===== src/rtl/mpu_pkg.sv =====
package mpu_pkg;
  localparam int unsigned ADDR_W = 23;
  localparam int unsigned GRAN_BITS = 3;
  localparam int unsigned PAGE_W = ADDR_W - GRAN_BITS;
  localparam int unsigned TYPE_W = 2;

  localparam logic [TYPE_W-1:0] ACC_READ  = 2'b00;
  localparam logic [TYPE_W-1:0] ACC_WRITE = 2'b01;
  localparam logic [TYPE_W-1:0] ACC_FETCH = 2'b10;

  typedef struct packed {
    logic [PAGE_W-1:0] first;
    logic [PAGE_W-1:0] last;
    logic              en;
    logic              no_wr;
    logic              no_ex;
  } win_desc_t;
endpackage


===== src/rtl/mpu_window.sv =====
module mpu_window
  import mpu_pkg::*;
(
  input  logic                clk_i,
  input  logic                rst_ni,
  input  logic                we_i,
  input  win_desc_t           desc_i,
  input  logic [PAGE_W-1:0]   page_i,
  input  logic [TYPE_W-1:0]   type_i,
  output logic                hit_o,
  output logic                allow_o
);
  win_desc_t desc_q;

  always_ff @(posedge clk_i or negedge rst_ni) begin
    if (!rst_ni) desc_q <= '0;
    else if (we_i) desc_q <= desc_i;
  end

  logic deny;
  always_comb begin
    hit_o = desc_q.en && (page_i >= desc_q.first) && (page_i <= desc_q.last);
    unique case (type_i)
      ACC_WRITE: deny = desc_q.no_wr;
      ACC_FETCH: deny = desc_q.no_ex;
      default:   deny = 1'b0;
    endcase
    allow_o = hit_o && !deny;
  end
endmodule


===== src/rtl/mpu_fault_log.sv =====
module mpu_fault_log
  import mpu_pkg::*;
(
  input  logic                clk_i,
  input  logic                rst_ni,
  input  logic                abort_i,
  input  logic [ADDR_W-1:0]   addr_i,
  input  logic [TYPE_W-1:0]   type_i,
  input  logic                clr_i,
  output logic                nmi_o,
  output logic                fault_o,
  output logic [ADDR_W-1:0]   addr_o,
  output logic [TYPE_W-1:0]   type_o
);
  logic capture;
  assign capture = abort_i && !fault_o && !clr_i;

  always_ff @(posedge clk_i or negedge rst_ni) begin
    if (!rst_ni) begin
      nmi_o   <= 1'b0;
      fault_o <= 1'b0;
      addr_o  <= '0;
      type_o  <= '0;
    end else begin
      nmi_o <= abort_i;
      if (clr_i) fault_o <= 1'b0;
      else if (capture) begin
        fault_o <= 1'b1;
        addr_o  <= addr_i;
        type_o  <= type_i;
      end
    end
  end


  a_r7_nmi_follows: assert property (@(posedge clk_i) disable iff (!rst_ni)
    abort_i |=> nmi_o);
  a_r7_nmi_quiet: assert property (@(posedge clk_i) disable iff (!rst_ni)
    !abort_i |=> !nmi_o);

  a_r8_first_capture: assert property (@(posedge clk_i) disable iff (!rst_ni)
    (abort_i && !fault_o && !clr_i) |=> (fault_o && addr_o == $past(addr_i)
                                        && type_o == $past(type_i)));
  a_r8_sticky: assert property (@(posedge clk_i) disable iff (!rst_ni)
    (fault_o && !clr_i) |=> (fault_o && $stable(addr_o) && $stable(type_o)));

  a_r9_clear: assert property (@(posedge clk_i) disable iff (!rst_ni)
    clr_i |=> !fault_o);
endmodule


===== src/rtl/mpu_guard.sv =====
module mpu_guard
  import mpu_pkg::*;
#(
  parameter int unsigned N_WIN = 8,
  localparam int unsigned SEL_W = (N_WIN > 1) ? $clog2(N_WIN) : 1
) (
  input  logic                clk_i,
  input  logic                rst_ni,
  input  logic                cfg_we_i,
  input  logic [SEL_W-1:0]    cfg_sel_i,
  input  logic [PAGE_W-1:0]   cfg_start_i,
  input  logic [PAGE_W-1:0]   cfg_end_i,
  input  logic                cfg_en_i,
  input  logic                cfg_nw_i,
  input  logic                cfg_nx_i,
  input  logic                acc_valid_i,
  input  logic [ADDR_W-1:0]   acc_addr_i,
  input  logic [TYPE_W-1:0]   acc_type_i,
  input  logic                acc_super_i,
  output logic                abort_o,
  output logic                nmi_o,
  input  logic                fault_clr_i,
  output logic                fault_o,
  output logic [ADDR_W-1:0]   fault_addr_o,
  output logic [TYPE_W-1:0]   fault_type_o
);
  win_desc_t          wdesc;
  logic [N_WIN-1:0]   hit, allow;
  logic [PAGE_W-1:0]  page;

  assign page  = acc_addr_i[ADDR_W-1:GRAN_BITS];
  assign wdesc = '{first: cfg_start_i, last: cfg_end_i, en: cfg_en_i,
                   no_wr: cfg_nw_i, no_ex: cfg_nx_i};

  for (genvar g = 0; g < N_WIN; g++) begin : g_win
    mpu_window u_win (
      .clk_i  (clk_i),
      .rst_ni (rst_ni),
      .we_i   (cfg_we_i && (cfg_sel_i == SEL_W'(g))),
      .desc_i (wdesc),
      .page_i (page),
      .type_i (acc_type_i),
      .hit_o  (hit[g]),
      .allow_o(allow[g])
    );
  end

  // matched: any permitting window grants; unmatched: only supervisor passes
  always_comb begin
    if (!acc_valid_i)  abort_o = 1'b0;
    else if (|hit)     abort_o = ~|allow;
    else               abort_o = !acc_super_i;
  end

  mpu_fault_log u_log (
    .clk_i  (clk_i),
    .rst_ni (rst_ni),
    .abort_i(abort_o),
    .addr_i (acc_addr_i),
    .type_i (acc_type_i),
    .clr_i  (fault_clr_i),
    .nmi_o  (nmi_o),
    .fault_o(fault_o),
    .addr_o (fault_addr_o),
    .type_o (fault_type_o)
  );


  a_r6_idle_no_abort: assert property (@(posedge clk_i) disable iff (!rst_ni)
    !acc_valid_i |-> !abort_o);

  a_r3_read_in_window: assert property (@(posedge clk_i) disable iff (!rst_ni)
    (acc_valid_i && acc_type_i == ACC_READ && (|hit)) |-> !abort_o);

  a_r5_super_unmapped: assert property (@(posedge clk_i) disable iff (!rst_ni)
    (acc_valid_i && acc_super_i && !(|hit)) |-> !abort_o);
endmodule


===== config.mk =====
export PLATFORM = sky130hd
export DESIGN_NAME = mpu_guard
export DESIGN_NICKNAME = d
export VERILOG_FILES = /design/src/rtl/mpu_pkg.sv /design/src/rtl/mpu_window.sv /design/src/rtl/mpu_fault_log.sv /design/src/rtl/mpu_guard.sv
export SDC_FILE = /design/constraint.sdc
export NUM_CORES = 1
export LEC_CHECK = 0
export CORE_ASPECT_RATIO = 0.5
export CORE_MARGIN = 1
export CORE_UTILIZATION = 55
export CTS_CLUSTER_SIZE = 24
export DETAILED_ROUTE_END_ITERATION = 16
export MAX_ROUTING_LAYER = met4
export PLACE_DENSITY = 0.74
export SYNTH_ARGS = -nofsm -noshare
export SYNTH_HDL_FRONTEND = slang
export SYNTH_SLANG_ARGS = --single-unit

===== constraint.sdc =====
create_clock -name clk_i -period 5.05 [get_ports clk_i]
set_clock_uncertainty 0.1 [all_clocks]
set_input_delay 1.01 -clock clk_i [delete_from_list [all_inputs] [get_ports clk_i]]
set_output_delay 1.01 -clock clk_i [all_outputs]
set_load 0.02 [all_outputs]

After elaboration in Yosys (flattened, before gate mapping)
Index checks and enable logic that the tools add are counted.
{ "word_totals": {"mem_bits_ro": 0, "reg_bits": 371, "latch_bits": 0, "word_cells": 133, "mem_count": 0, "inputBits": 77, "ram_bits": 0} }
{ "op_classes": {"n_addsub": 0, "reduce_logical": 51, "eq_ne": 9, "shift": 0, "div": 0, "n_mux": 12, "multipliers": 0, "magnitude_cmp": 16, "n_bitwise": 1} }
{ "op_table": {"columns": ["operator", "n"], "rows": [
  ["greater-or-equal comparator 20 bit", 8],
  ["less-or-equal comparator 20 bit", 8],
  ["logical AND 1 bit", 34],
  ["one-hot mux 1 bit (2 select lines)", 8],
  ["OR reduction 8 bit", 2],
  ["equality test 3 bit, second input constant", 4],
  ["zero test 1 bit", 12],
  ["equality test 3 x 2 -> 1 bit, second input constant", 2],
  ["2-to-1 mux 1 bit", 4],
  ["equality test 3 x 1 -> 1 bit, second input constant", 1],
  ["zero test 3 bit", 1],
  ["equality test 2 x 1 -> 1 bit, second input constant", 1],
  ["equality test 2 bit, second input constant", 1],
  ["AND reduction 2 bit", 1],
  ["nonzero test 2 bit", 1],
  ["inverter 1 bit", 1]
]} }

Depth between registers and ports, before layout
{ "depth": {"word_depth": 12, "mapped_depth": 12, "depth_no_buf": 11} }

Modules after synthesis
Synthesis repeated with hierarchy kept, for this count alone.
{ "hier_totals": {"cells_unflattened": 2307, "hier_area_um2": 21600.7} }
{ "by_module_without_submodules": {"columns": ["module", "cells_each", "n_inst", "area_per_inst_um2"], "rows": [
  ["mpu_window (g_win[0].u_win ...)", 279, 7, 2560.0],
  ["mpu_window (g_win[4].u_win)", 277, 1, 2558.7],
  ["mpu_fault_log", 57, 1, 1006.0],
  ["mpu_guard", 20, 1, 116.4]
]} }

Worst setup path after synthesis
Ideal clock, no wire load.
{ "synth_path": {"path_type": "input to output", "startpoint": "input acc_addr_i[3]", "endpoint": "output abort_o", "path_buffers": 0, "cell_stages": 10, "setup_slack_ps": 563, "t_arrival_ps": 3377, "path_cell_list": "inv_1 ha_1 nand2b_1 a2111o_1 a221oi_1 a211oi_1 o221ai_1 o311ai_0 a41o_1 nor2_1"} }
{ "synth_between": {"elab_chain_cells": 8} }
{ "synth_lines": {"columns": ["item", "line", "rtl"], "rows": [
  ["start, declared", "mpu_guard.sv:17", "input logic [ADDR_W-1:0] acc_addr_i,"],
  ["greater-or-equal comparator 20 bit", "mpu_window.sv:22", "hit_o = desc_q.en && (page_i >= desc_q.first) && (page_i <= desc_q.last);"],
  ["logical AND 1 bit (2 in a row)", "mpu_window.sv:22", null],
  ["logical AND 1 bit", "mpu_window.sv:28", "allow_o = hit_o && !deny;"],
  ["OR reduction 8 bit", "mpu_guard.sv:51", "else if (|hit) abort_o = ~|allow;"],
  ["zero test 1 bit", "mpu_guard.sv:51", null],
  ["2-to-1 mux 1 bit *", "mpu_guard.sv:51", null],
  ["2-to-1 mux 1 bit *", "mpu_guard.sv:50", "if (!acc_valid_i) abort_o = 1'b0;"],
  ["end, declared", "mpu_guard.sv:20", "output logic abort_o,"]
]} }
Mark *: on every way between the ends. The rest lies on a longest branch, timed or not.

Worst setup path after layout
{ "layout_path": {"startpoint": "input acc_addr_i[12]", "endpoint": "output abort_o"} }
Same word-level chain as after synthesis.

==> summary.txt <==
Finish
  – Final cell count without fillers: 2871
  – Fin util: 0.681
  – Final Net Count: 2724
  – Most common cell after layout, fill and taps aside: dfrtp_1
  – # fillers: 2866
  – Leading cell types in the layout, fill and taps excluded: 371 x dfrtp_1, 321 x ha_1, 313 x inv_1
  – Layout cell share with drive strength beyond 1: 0.197
  – Layout area overhead: 19.8%

Global route
  – First-pass GRT wire length: 90200 um
  – Number of global-route vias before repair: 16.7k
  – Total gr overflow: 0
  – Pin count of the biggest net entering global routing: 102
  – Initial antenna violation count: 1
  – GRT Total Usage: 0.301

Route
  – Highest metal used: met4
  – Total number of vias: 16.3k
  – DRC: 0
  – Remaining antenna violation count after routing: 0
  – Met3 wire length: 3690 um
  – Pre-antenna DRT Iters: 5
  – Initial drt markers: 1345
  – Post-Route WL: 57000 um
  – Wl on met1: 25900 um
  – Wire per inst: 19.8 um
  – Routed vias/inst: 5.68
  – Routed wl met2: 25900 um

Clocking
  – Clk slew on worst S/H paths: 60 ps
  – Cts bufs inserted: 35
  – CTS tree: yes
  – CTS H-tree lvls: 2
  – Clk_lat worst skew: 550 ps
  – Root buf cell: clkbuf_16
  – Max clock buf depth: 3
  – Number of clock sinks: 371

Outcome
  – Failing checks: negative setup slack
  – Status: complete, but fails checks

Synth
  – Flops & latches, synth: 371
  – Yosys Warn Count: 0
  – Main synth FF type: dfrtp_1
  – Ys async rst share: 1.00
  – Sequential share of the synthesized area: 0.429
  – Gate Count Post-Synth: 2093
  – Post-Syn Area: 0.0216 mm^2
  – Number of flops mapped to enable cells by yosys: 0
  – Net count after synthesis: 2492
  – Cell variety after synth: 61
  – Syn Area/Cell: 10.3 um^2

Floorplan
  – Io pins: 105
  – Initial core utilization: 0.569
  – Die W: 282 um
  – Core area: 0.0380 mm^2
  – Die area: 0.0402 mm^2
  – Die height: 142 um
  – Site Rows: 50

STA
  – Period Utilization, post-route: 1.00
  – Slew @ Worst Pin: 1070 ps
  – FMAX: 198 MHz
  – Fin crit period: 5060 ps
  – Final setup margin: -6.43 ps
  – Slew Limit Headroom: 0.284
  – Final setup violation count: 1
  – Final Hold Viols: 0
  – Final Max Tran Viols: 0

Power
  – Clock Power Share: 0.286
  – NetSw: 0.00322 W
  – Combinational Power Share: 0.328
  – Switching part of the total: 0.313
  – Power, Total: 0.0103 W
  – Power Density: 397 mW/mm^2
  – Int Power: 0.00707 W
  – Sequential share of power: 0.386
  – Static Leak: 12.6 nW
  – Worst vdd ir: 0.214 mV

Worst hold path
  – Hold Crit Class: primary input to asynchronous set/reset pin

Placement
  – I/O Buffers: 104
  – Placer Congestion: 0.904
  – Hpwl dp: 40000 um
  – DP Cell Count: 2805

Flow run
  – Max-cap violation count: 0

Setup path
  – Worst setup EP type: primary output
  – WP data required: 3940 ps
  – Worst path arrival time: 3950 ps
  – Peak fanout along the critical path: 16
  – Crit start category: primary input
  – Critical path class: primary input to primary output
layer usage:
layer | GRT usage | vias up
met4 | 0.0862 | 0
met1 | 0.409 | 8054
met5 | - | -
met2 | 0.465 | 414
li1 | - | 7750
met3 | 0.0502 | 102
final cells by class:
class                           instances  area [um^2]  area share
Clock buffer                           49         1010      0.0390
Timing Repair Buffer                  252         2390      0.0924
Multi-Input combinational cell       1351        11200       0.430
Inverter                              314         1180      0.0455
Tap cell                              520          651      0.0251
Clock inverter                         13          243     0.00937
Antenna cell                            1         2.50   0.0000966
Sequential cell                       371         9280       0.358
metrics by stage:
step                setup slack [ps]  hold slack [ps]  setup TNS [ps]  cell area (um^2)
floorplan                        563              379               0             21600
finish                         -6.43              394           -6.43             25900
global route                   -12.9              416           -12.9             25900
detailed placement              -747              393           -1540             24400
CTS                             1.97              407               0             25800
global placement                -695              387            -695             24400
what timing repair did:
action | in CTS | in global routing
endpoints found under the setup margin | 1 | 1
buffers inserted | 1 | 2
endpoints found under the hold margin | 0 | 0
gates resized for setup | 23 | 29
pin swaps | 3 | 9
hold buffers | 0 | 0
worst paths after layout:
path,startpoint,endpoint,slack (ps),cells past startpoint
hold reg to reg,u_log.addr_o[1]$_DFFE_PN0P_,u_log.addr_o[1]$_DFFE_PN0P_,400,1
setup reg to reg,g_win[4].u_win.desc_q[16]$_DFFE_PN0P_,u_log.addr_o[8]$_DFFE_PN0P_,1330,14
min in group clk_i,u_log.addr_o[1]$_DFFE_PN0P_,u_log.addr_o[1]$_DFFE_PN0P_,400,1
max in group asynchronous,rst_ni,g_win[2].u_win.desc_q[34]$_DFFE_PN0P_,3470,2
setup / recovery,acc_addr_i[12],abort_o,-6,12
hold / removal,rst_ni,u_log.addr_o[6]$_DFFE_PN0P_,390,1
logic make-up (layout without fill, tap and decap cells):
logic type | after synthesis | count (layout) | share of synthesized area
AO/OA/AOI/OAI | 422 | 422 | 0.117
adder cells (fa/ha/maj) | 322 | 322 | 0.186
buffers and inverters | 371 | 628 | 0.0651
flip-flops | 371 | 371 | 0.429
multiplexers | 218 | 218 | 0.117
other | 0 | 1 | 0
AND/OR/NAND/NOR | 389 | 389 | 0.0856
power by group through the flow:
stage,sequential (W),combinational [W],clock [W]
finish,0.00397,0.00338,0.00294
global route,0.00405,0.00374,0.00310
CTS,0.00397,0.00331,0.00297
detailed placement,0.00401,0.00324,0
global placement,0.00399,0.00312,0
floorplan,0.00407,0.00189,0
synthesized netlist by cell type (5+ instances only):
library cell	instances	area, um^2
a21oi_1	102	510
nand2_1	216	811
nand4_1	43	269
a22oi_1	9	67.6
a2111oi_0	6	52.6
dfrtp_1	371	9280
nor2_1	24	90.1
a211o_1	5	43.8
o21a_1	8	60.1
a221oi_1	9	78.8
o211ai_1	10	75.1
a211oi_1	11	82.6
nand2b_1	8	50.1
mux2_4	20	300
clkbuf_1	55	206
and4_1	12	105
mux2_2	196	2210
o21ai_0	182	911
or2_2	6	37.5
inv_1	314	1180
nand3_1	30	150
ha_1	322	4030
nor2b_1	13	81.3
a21o_1	40	300
nor3_1	16	80.1
worst max-delay path, stage by stage:
cell and delay (ps):
clkdlybuf4s50_1 520, buf_12 190, ha_1 280, a21o_1 190, a21o_1 170, a21o_1 190
o31ai_1 450, a22oi_2 150, a221oi_2 280, o211ai_2 140, nor2_2 200, buf_6 140
state kept, by name, summed over array words and instances, names as in the netlist:
register and flops:
g_win.u_win.desc_q 344, u_log.addr_o 23, u_log.type_o 2, u_log.fault_o 1
u_log.nmi_o 1
No activity file was read; power rests on OpenSTA's default activity.
